$ cat src/rtl/nt_sram_pkg.sv
package nt_sram_pkg;

  typedef enum logic [1:0] {
    OP_NONE = 2'd0,
    OP_RD   = 2'd1,
    OP_WR   = 2'd2
  } op_e;

  localparam int BEAT_W = 2;

  // low address bits of a burst beat
  function automatic logic [BEAT_W-1:0] beat_offset(
    input logic [BEAT_W-1:0] start,
    input logic [BEAT_W-1:0] beat,
    input logic              xor_order
  );
    return xor_order ? (start ^ beat) : (start + beat);
  endfunction

endpackage

$ cat src/rtl/nt_cmd_ctl.sv
module nt_cmd_ctl
  import nt_sram_pkg::*;
#(
  parameter int ADDR_W = 6,
  parameter int RECOV  = 3
) (
  input  logic              clk,
  input  logic              rst_n,
  input  logic              cke_n,
  input  logic              ce0_n,
  input  logic              ce1,
  input  logic              ce2_n,
  input  logic              adv_ld,
  input  logic              rd_wr,
  input  logic              order_il,
  input  logic              sleep,
  input  logic [ADDR_W-1:0] addr,
  output op_e               iss_op,
  output logic [ADDR_W-1:0] iss_addr,
  output logic              err
);

  localparam int WIN_W = $clog2(RECOV + 1);
  localparam logic [WIN_W-1:0] WIN_LOAD = WIN_W'(RECOV);

  logic              act_q, act_d;
  logic [ADDR_W-1:0] base_q, base_d;
  logic [BEAT_W-1:0] beat_q, beat_d;
  op_e               bop_q, bop_d;
  logic              il_q, il_d;
  logic [WIN_W-1:0]  win_q, win_d;
  logic              err_q, err_d;
  logic              sel;

  assign sel = !ce0_n && ce1 && !ce2_n;

  always_comb begin
    act_d    = act_q;
    base_d   = base_q;
    beat_d   = beat_q;
    bop_d    = bop_q;
    il_d     = il_q;
    win_d    = win_q;
    err_d    = 1'b0;
    iss_op   = OP_NONE;
    iss_addr = addr;
    if (sleep) begin
      act_d = 1'b0;
      win_d = WIN_LOAD;
    end else begin
      if (win_q != '0) win_d = win_q - WIN_W'(1);
      if (!adv_ld) begin
        if (!sel) begin
          act_d = 1'b0;
        end else if (!rd_wr && (win_q != '0)) begin
          act_d = 1'b0;
          err_d = 1'b1;
        end else begin
          iss_op = rd_wr ? OP_RD : OP_WR;
          act_d  = 1'b1;
          base_d = addr;
          beat_d = BEAT_W'(1);
          bop_d  = rd_wr ? OP_RD : OP_WR;
          il_d   = order_il;
        end
      end else if (act_q) begin
        iss_op   = bop_q;
        iss_addr = {base_q[ADDR_W-1:BEAT_W], beat_offset(base_q[BEAT_W-1:0], beat_q, il_q)};
        beat_d   = beat_q + BEAT_W'(1);
      end
    end
  end

  always_ff @(posedge clk or negedge rst_n) begin
    if (!rst_n) begin
      act_q  <= 1'b0;
      base_q <= '0;
      beat_q <= '0;
      bop_q  <= OP_NONE;
      il_q   <= 1'b0;
      win_q  <= '0;
      err_q  <= 1'b0;
    end else if (!cke_n) begin
      act_q  <= act_d;
      base_q <= base_d;
      beat_q <= beat_d;
      bop_q  <= bop_d;
      il_q   <= il_d;
      win_q  <= win_d;
      err_q  <= err_d;
    end
  end

  assign err = err_q;

endmodule

$ cat src/rtl/nt_wr_delay.sv
module nt_wr_delay
  import nt_sram_pkg::*;
#(
  parameter int ADDR_W = 6,
  parameter int LANES  = 4,
  parameter int STAGES = 2
) (
  input  logic              clk,
  input  logic              rst_n,
  input  logic              cke_n,
  input  op_e               in_op,
  input  logic [ADDR_W-1:0] in_addr,
  input  logic [LANES-1:0]  in_be_n,
  output op_e               head_op,
  output op_e               out_op,
  output logic [ADDR_W-1:0] out_addr,
  output logic [LANES-1:0]  out_be_n
);

  op_e               st_op   [STAGES];
  logic [ADDR_W-1:0] st_addr [STAGES];
  logic [LANES-1:0]  st_be_n [STAGES];

  for (genvar g = 0; g < STAGES; g++) begin : g_stage
    op_e               nxt_op;
    logic [ADDR_W-1:0] nxt_addr;
    logic [LANES-1:0]  nxt_be_n;

    if (g == 0) begin : g_first
      always_comb begin
        nxt_op   = in_op;
        nxt_addr = in_addr;
        nxt_be_n = in_be_n;
      end
    end else begin : g_next
      always_comb begin
        nxt_op   = st_op[g-1];
        nxt_addr = st_addr[g-1];
        nxt_be_n = st_be_n[g-1];
      end
    end

    always_ff @(posedge clk or negedge rst_n) begin
      if (!rst_n) st_op[g] <= OP_NONE;
      else if (!cke_n) st_op[g] <= nxt_op;
    end

    always_ff @(posedge clk) begin
      if (!cke_n) begin
        st_addr[g] <= nxt_addr;
        st_be_n[g] <= nxt_be_n;
      end
    end
  end

  assign head_op  = st_op[0];
  assign out_op   = st_op[STAGES-1];
  assign out_addr = st_addr[STAGES-1];
  assign out_be_n = st_be_n[STAGES-1];

endmodule

$ cat src/rtl/nt_store_core.sv
module nt_store_core
  import nt_sram_pkg::*;
#(
  parameter int ADDR_W = 6,
  parameter int DATA_W = 36,
  parameter int LANES  = 4
) (
  input  logic              clk,
  input  logic              rst_n,
  input  logic              cke_n,
  input  op_e               op,
  input  logic [ADDR_W-1:0] addr,
  input  logic [LANES-1:0]  be_n,
  input  logic [DATA_W-1:0] wdata,
  output logic [DATA_W-1:0] q,
  output logic              q_vld
);

  localparam int DEPTH = 1 << ADDR_W;
  localparam int LW    = DATA_W / LANES;

  logic [DATA_W-1:0] mem [DEPTH];
  logic [DATA_W-1:0] q_d;
  logic              vld_d;

  always_ff @(posedge clk) begin
    if (!cke_n && (op == OP_WR)) begin
      for (int l = 0; l < LANES; l++) begin
        if (!be_n[l]) mem[addr][l*LW +: LW] <= wdata[l*LW +: LW];
      end
    end
  end

  always_comb begin
    vld_d = (op == OP_RD);
    q_d   = vld_d ? mem[addr] : q;
  end

  always_ff @(posedge clk or negedge rst_n) begin
    if (!rst_n) begin
      q     <= '0;
      q_vld <= 1'b0;
    end else if (!cke_n) begin
      q     <= q_d;
      q_vld <= vld_d;
    end
  end

endmodule

$ cat src/rtl/nt_burst_sram.sv
module nt_burst_sram
  import nt_sram_pkg::*;
#(
  parameter int ADDR_W = 6,
  parameter int DATA_W = 36,
  parameter int RECOV  = 3
) (
  input  logic              clk,
  input  logic              rst_n,
  input  logic              cke_n,
  input  logic              ce0_n,
  input  logic              ce1,
  input  logic              ce2_n,
  input  logic              adv_ld,
  input  logic              rd_wr,
  input  logic [3:0]        lane_wr_n,
  input  logic              order_il,
  input  logic              sleep,
  input  logic              oe_n,
  input  logic [ADDR_W-1:0] addr,
  input  logic [DATA_W-1:0] wdata,
  output logic [DATA_W-1:0] rdata,
  output logic              rdata_oe,
  output logic              recov_wr_err
);

  localparam int LANES  = 4;
  localparam int STAGES = 2;

  logic [1:0]        rs_q;
  logic              rst_i;
  op_e               iss_op;
  logic [ADDR_W-1:0] iss_addr;
  op_e               head_op;
  op_e               tail_op;
  logic [ADDR_W-1:0] tail_addr;
  logic [LANES-1:0]  tail_be_n;
  logic              q_vld;

  always_ff @(posedge clk or negedge rst_n) begin
    if (!rst_n) rs_q <= 2'b00;
    else        rs_q <= {rs_q[0], 1'b1};
  end
  assign rst_i = rs_q[1];

  nt_cmd_ctl #(.ADDR_W(ADDR_W), .RECOV(RECOV)) u_ctl (
    .clk(clk), .rst_n(rst_i), .cke_n(cke_n),
    .ce0_n(ce0_n), .ce1(ce1), .ce2_n(ce2_n),
    .adv_ld(adv_ld), .rd_wr(rd_wr), .order_il(order_il), .sleep(sleep),
    .addr(addr), .iss_op(iss_op), .iss_addr(iss_addr), .err(recov_wr_err)
  );

  nt_wr_delay #(.ADDR_W(ADDR_W), .LANES(LANES), .STAGES(STAGES)) u_dly (
    .clk(clk), .rst_n(rst_i), .cke_n(cke_n),
    .in_op(iss_op), .in_addr(iss_addr), .in_be_n(lane_wr_n),
    .head_op(head_op), .out_op(tail_op), .out_addr(tail_addr), .out_be_n(tail_be_n)
  );

  nt_store_core #(.ADDR_W(ADDR_W), .DATA_W(DATA_W), .LANES(LANES)) u_core (
    .clk(clk), .rst_n(rst_i), .cke_n(cke_n),
    .op(tail_op), .addr(tail_addr), .be_n(tail_be_n), .wdata(wdata),
    .q(rdata), .q_vld(q_vld)
  );

  assign rdata_oe = q_vld && !oe_n;

endmodule

$ cat config.mk
export PLATFORM = sky130hd
export DESIGN_NAME = nt_burst_sram
export DESIGN_NICKNAME = d
export VERILOG_FILES = /design/src/rtl/nt_sram_pkg.sv /design/src/rtl/nt_cmd_ctl.sv /design/src/rtl/nt_wr_delay.sv /design/src/rtl/nt_store_core.sv /design/src/rtl/nt_burst_sram.sv
export SDC_FILE = /design/constraint.sdc
export NUM_CORES = 2
export LEC_CHECK = 0
export BUFFER_PORTS_ARGS = -buffer_cell sky130_fd_sc_hd__buf_2
export CORE_AREA = 8 8 438 440
export CTS_CLUSTER_SIZE = 12
export DETAILED_ROUTE_END_ITERATION = 7
export DIE_AREA = 0 0 446 448
export GPL_TIMING_DRIVEN = 1
export PLACE_DENSITY = 0.65
export RECOVER_POWER = 100
export SLEW_MARGIN = 25
export SYNTH_ARGS = -nofsm -noshare
export SYNTH_HDL_FRONTEND = slang
export SYNTH_SLANG_ARGS = --single-unit
$ cat constraint.sdc
create_clock -name clk -period 3.95 [get_ports clk]
set_input_delay 0 -clock clk [delete_from_list [all_inputs] [get_ports clk]]
set_output_delay 0 -clock clk [all_outputs]
set_load 0.03 [all_outputs]
Word level (Yosys, flattened, before mapping)

Memories as Yosys holds them, arrays and structs flattened. A register that Yosys moved wholly into a read port is not among the register bits.
Index checks and enable logic that the tools add are counted.
W data, S select, Z words.

Bits in registers: 22
RAM bits: 2324
Logic and storage cells: 83
Memories kept: 3

Memories:

| name          | depth | width | read ports | clocked after Yosys merged registers in | wr ports | line                | RTL |
|---|---|---|---|---|---|---|---|
| u_core.mem    | 64    | 36    | 1          | 1                                       | 1        | nt_store_core.sv:22 | `logic [DATA_W-1:0] mem [DEPTH];` |
| u_dly.st_addr | 2     | 6     | 2          | 0                                       | 2        | nt_wr_delay.sv:21   | `logic [ADDR_W-1:0] st_addr [STAGES];` |
| u_dly.st_be_n | 2     | 4     | 2          | 0                                       | 2        | nt_wr_delay.sv:22   | `logic [LANES-1:0] st_be_n [STAGES];` |

Add/sub/neg operators: 3
Eq/ne operators: 5
Muxes and demuxes: 37
Bitwise gates (word level): 5
Reduce and logical (&&, ||, !) cells: 19

Operators by type and width:

| cell                  | number |
|---|---|
| $mux W2               | 13 |
| $mux W1               | 21 |
| $mux W6               | 3 |
| $reduce_and A5 Y1     | 2 |
| $logic_not A1 Y1      | 6 |
| $reduce_and A2 Y1     | 3 |
| $reduce_bool A2 Y1    | 3 |
| $logic_and A1 B1 Y1   | 5 |
| $ne A2 B1 Y1 const B  | 2 |
| $not A1 Y1            | 4 |
| $add A2 B1 Y2 const B | 1 |
| $add A2 B2 Y2         | 1 |
| $eq A2 B1 Y1 const B  | 1 |
| $eq A2 B2 Y1 const B  | 1 |
| $ne A2 B2 Y1 const B  | 1 |
| $sub A2 B1 Y2 const B | 1 |
| $xor A2 B2 Y2         | 1 |

Longest topological paths before layout

Depth after elaboration: 6
Gate-level depth with buffers: 11
Depth with buffers taken out: 7

Modules after synthesis

From an unflattened synthesis, not the netlist that was laid out.

Cell total of the unflattened synthesis: 5097
Area total of the unflattened synthesis: 92423.6 um^2

Modules (own cells, without submodules):

| module        | instances | cells each | area each (um^2) |
|---|---|---|---|
| nt_store_core | 1         | 4995       | 90805.8 |
| nt_cmd_ctl    | 1         | 69         | 800.8 |
| nt_wr_delay   | 1         | 29         | 749.5 |
| nt_burst_sram | 1         | 4          | 67.6 |

Least setup slack after synthesis

Ideal clock, no wire load.

Kind: register to register
Start point: mem u_dly.st_addr[1][0], in the netlist u_dly.st_addr[0][6]
End point: mem u_core.mem[11][18] (enable)
Data arrival time: 2184 ps
Slack: 1392 ps
Stages on the path, launching flop included: 10
Buffers on the path: 5
Clock period less this slack: 2558 ps
Cell sequence: edfxtp_1 -> buf_6 -> buf_6 -> buf_6 -> nand2_1 -> buf_2 -> buf_2 -> nor2_1 -> nand2_1 -> nor2_1

RTL lines:

| what            | line |
|---|---|
| start, declared | nt_wr_delay.sv:21 |
| end, declared   | nt_store_core.sv:22 |

==> results.md <==
- The run finished, with violations left.
- The checks that failed: max-capacitance violations, max-slew violations, negative setup slack.
- STA classifies the critical path endpoint as a flip-flop.
- The final period utilization is 1.01.
- Buffers inserted during clock tree synthesis total between 200 and 250.
- The first-pass GRT wire length is between 300000 and 400000 um.
- The die boundary width is approximately 450 um.
- The worst clock skew is about 0.035 ns.
- The fill cell instance count of the final layout is 14138.
- In the layout the commonest cells are sky130_fd_sc_hd__edfxtp_1 (2324), sky130_fd_sc_hd__nor2_1 (403), sky130_fd_sc_hd__clkbuf_1 (367).
- The final max-slew violation count is around 2400.
- The via count of the first global-routing pass was just over 50000.
- The critical path startpoint category is a flip-flop.
- The number of enable-type register cells in the synthesized netlist is between 2000 and 2500.
- The clock root buffer is sky130_fd_sc_hd__clkbuf_16.
- Along the worst path, the maximum fanout reaches 31.
- The Yosys warning count is 0.
- The pre-antenna-repair detailed-routing pass consisted of 6 iterations.
- The finished layout holds 8085 standard cells, fillers aside.
- In this run the tightest slew margin relative to its limit is -1.29.
- The multi-input combinational cells in the finished layout cover a total of roughly 0.019 mm2.
- The number of different library cells used by synthesis comes to 72.
- The max-cap check violation count is 39.
- Setup violations remaining at the end of the flow were counted as 5.
- Summed over all layers, the global routing overflow is 0.
- The relative area change from synthesis to final layout is 13.1%.
- The signal on the critical path passes through buf_12, inv_1, nor2_1, buf_4, nand2_1, clkbuf_1, nor2_1, clkbuf_2.
- On the worst path, the slowest cell contributes a delay of around 0.8 ns.
- Among all flip-flop cells after synthesis, the most frequent one is sky130_fd_sc_hd__edfxtp_1.
- The routed design could run at a clock period as short as 4.00 ns.
- The path with the worst hold slack has its endpoint at u_dly.st_addr[0][4]$_DFFE_PN_.
- The completed layout was analyzed and its total power is 51.9 mW.
- Summed over all cells, the static leakage comes to approximately 33 nW.
- TritonCTS built the clock tree.
- Routability-driven placement finished with a final weighted congestion of about 0.9.
- The initial standard-cell utilization of the core is 0.497.
- The most frequent cell on the critical path is sky130_fd_sc_hd__nor2_1.
- After detailed routing, the number of remaining DRC violations is 0.
- Based on the critical path, the design can be clocked at up to 250 MHz.
- Counting every instance in the synthesized netlist gives approximately 5000.
- The most utilized layer in the global route result is met2.
- The die is 448 um tall.
- The count of buffers added on input and output ports is 94.
- The arrival time reported for the critical path endpoint is around 4.6 ns.
- The clock-pin transition on the worst setup and hold timing paths is 0.06 ns.
- The number of endpoints with negative hold slack in the final report is 0.
- The proportion of layout cells with a drive suffix above 1 is 0.149.
- The iteration-0 DRC count of the detailed router is about 8000.
- The share of async-settable or async-resettable flops after synthesis is 0.0243.
- The synthesized area is between 0.09 and 0.1 mm2.
- The power density of the placed cells is approximately 500 mW/mm2.
- The path type of the worst min-delay path is in -> reg.
- Summing over every cut layer, the via total after detailed routing is 52438.
- Entering global routing, the biggest net connects between 80 and 90 pins.
- The transition time at the pin with the least slew margin is around 3.4 ns.
- The finished cells cover 0.104 mm2.
- The final layout contains between 5000 and 6000 nets.
- The number of sinks handled by clock tree synthesis is between 2000 and 2500.
- The core outline area is 0.185 mm2.
- CTS built an H-tree with a depth of 4.
- During I/O placement, the number of pins put on the boundary was 95.
- In this run the remaining antenna-violating nets after routing total 0.
- The worst register-to-register path begins at u_dly.st_addr[0][8]$_DFFE_PN_.
- The maximum root-to-sink buffer count is 3.
- The number of placed instances, taps included, is 7595.
- Summed over all layers, the routed wires come to 267000 um.
- Leaving out fill and tap cells, the most frequent cell in the layout is sky130_fd_sc_hd__edfxtp_1.
- The cell area after placement is 0.0971 mm2.
- The number of cells on the worst reg-to-reg path is 8.
- The cell family with the largest share of critical-path delay is buffers and inverters.
- The worst flop-to-flop path endpoint is u_core.mem[38][12]$_DFFE_PP_.
- The clock latency on the worst-skew pair is around 0.88 ns.
- The fraction of met2 tracks used by global routing is 0.401.
- The average instance in the mapped netlist occupies 18.5 um2.
- The critical path data required time is roughly 4.5 ns.
- The slowest cell on the critical path is sky130_fd_sc_hd__nor2_1.
- In the final layout, flip-flops and latches occupy about 0.071 mm2.
- The share of the Yosys chip area taken by registers is 0.776.
- The critical path is of the reg -> reg type.
- Setup repair after global routing left no endpoint under its margin.
- The overall die area is about 0.20 mm2.
- The startpoint identified for the worst hold timing path is addr[4].
- The cell row count is 158.
- The wire-length estimate of the detail-placed layout is around 160000 um.
- The number of instances on the worst hold path is 3.
- The worst-case IR drop observed on VDD is about 0.46 mV.
- In this run, post-CTS repair resized a total of 0 instances.
- The final routed wire length divided by cell count is 33.0 um.
- In the global route stage, overall resource usage came out at 0.260.
- The register-to-register setup slack is -0.05 ns.
- For met3 alone, demand over resource in global routing was 0.0597.
- The via-per-instance ratio is 6.49.
- The initial antenna violation count came to 12.
- The number of buffers and inverters on the critical path is 5.
- The number of nets handed over by synthesis was 5023.
- For this run, global-route usage on met1 was measured as 0.364.
- Timing analysis after detailed placement gives a worst setup slack of roughly 0.40 ns.
- After layout, the worst setup slack is -0.0505 ns.
- The synthesized design contains around 2400 register bits.
## what timing repair did
item / in CTS / in global routing
hold buffers: 75 / 0
endpoints found under the hold margin: 2311 / 0
buffers inserted: 0 / 0
## registers in the layout (all words and copies together) (netlist names)
register       flops
u_ctl.err          1
u_ctl.act_q        1
u_ctl.il_q         1
u_core.mem      2304
u_core.q_vld       1
u_ctl.bop_q        2
u_dly.head_op      2
u_dly.st_addr     12
u_ctl.win_q        2
rs_q               2
u_dly.st_be_n      8
u_ctl.beat_q       2
u_core.q          36
u_ctl.base_q       6
u_dly.out_op       2
## tightest hold or removal path: stages
cell,delay [ns]
sky130_fd_sc_hd__dlygate4sd3_1,0.53
sky130_fd_sc_hd__buf_2,0.11
sky130_fd_sc_hd__mux2_1,0.16
## synthesized netlist by cell type, types with 13 or more instances
master                      count  area share
sky130_fd_sc_hd__nor2_1       410       0.017
sky130_fd_sc_hd__mux2_2        73      0.0090
sky130_fd_sc_hd__a221o_1       20      0.0022
sky130_fd_sc_hd__buf_1         32      0.0013
sky130_fd_sc_hd__mux2_1        13      0.0016
sky130_fd_sc_hd__a21oi_1      109      0.0059
sky130_fd_sc_hd__nand2_1      145      0.0059
sky130_fd_sc_hd__buf_4         38      0.0031
sky130_fd_sc_hd__a22oi_1      155       0.013
sky130_fd_sc_hd__a31oi_1       22      0.0015
sky130_fd_sc_hd__mux4_2       215       0.053
sky130_fd_sc_hd__nand3_1       44      0.0024
sky130_fd_sc_hd__dfrtp_1       58       0.016
sky130_fd_sc_hd__buf_2        125      0.0068
sky130_fd_sc_hd__edfxtp_1    2324        0.76
sky130_fd_sc_hd__a22o_1        28      0.0027
sky130_fd_sc_hd__a211oi_1      15      0.0012
sky130_fd_sc_hd__buf_6         22      0.0027
sky130_fd_sc_hd__nor3_1        18     0.00098
sky130_fd_sc_hd__a221oi_1     256       0.024
sky130_fd_sc_hd__o32a_1        23      0.0025
sky130_fd_sc_hd__o21ai_1       13     0.00071
sky130_fd_sc_hd__o2bb2ai_1     13      0.0012
sky130_fd_sc_hd__o22ai_1       70      0.0048
sky130_fd_sc_hd__clkbuf_1     111      0.0045
sky130_fd_sc_hd__o21ai_0      124      0.0068
sky130_fd_sc_hd__mux2i_1      322       0.035
## routing by layer
layer	share of wire	vias to the layer above
met1	0.38	26957
met3	0.12	603
met5	0.000052	-
li1	-	21308
met4	0.045	2
met2	0.46	3568
## how the worst max path moves through the flow
stage | startpoint | end | slack, ns | cells past startpoint
floorplan | u_dly.st_addr[0][6]$_DFFE_PN_ | u_core.mem[11][18]$_DFFE_PP_ | 1.39 | 9
global placement | u_dly.st_addr[0][7]$_DFFE_PN_ | u_core.q[27]$_DFFE_PN0P_ | 0.47 | 8
detailed placement | u_dly.st_addr[0][7]$_DFFE_PN_ | u_core.q[27]$_DFFE_PN0P_ | 0.40 | 8
CTS | u_dly.st_addr[0][7]$_DFFE_PN_ | u_core.q[27]$_DFFE_PN0P_ | 0.40 | 8
global route | u_dly.st_addr[0][8]$_DFFE_PN_ | u_core.mem[5][8]$_DFFE_PP_ | 0.08 | 8
finish | u_dly.st_addr[0][8]$_DFFE_PN_ | u_core.mem[38][12]$_DFFE_PP_ | -0.05 | 8
## per-stage QoR
step | setup TNS [ns] | hold WS [ns] | utilization
after global placement | 0 | -0.215 | 0.525
final | -0.232 | 0.0583 | 0.562
after global routing | 0 | 0.0577 | 0.562
after CTS | 0 | 0.00153 | 0.567
after floorplan | 0 | -0.296 | -
after detailed placement | 0 | -0.213 | 0.526
## cells by family after synthesis
kind of cell,share of synthesized area
DFF,0.776
AOI/OAI and AO/OA,0.0749
and+or+nand+nor,0.0312
muxes,0.0984
buffers and inverters,0.0188
xor gates and xnor gates,0.000286
adders and majority gates,0.000273
other,0.0000409
## power by group
| group | switching, mW | internal [mW] |
|---|---|---|
| combinational | 2.17 | 0.916 |
| clock | 9.16 | 11.4 |
| sequential | 0.281 | 27.9 |
| total | 11.6 | 40.2 |
## layout make-up
cell class | instances | share of cell area
diodes | 6 | 0.000145
clock buffers | 363 | 0.0624
clock inverters | 45 | 0.00421
inverters | 7 | 0.000289
multi-input cells | 2247 | 0.182
flip-flops and latches | 2382 | 0.686
well taps | 2480 | 0.0299
repair buffers | 555 | 0.0342
Power figures use the tool's default switching activity.
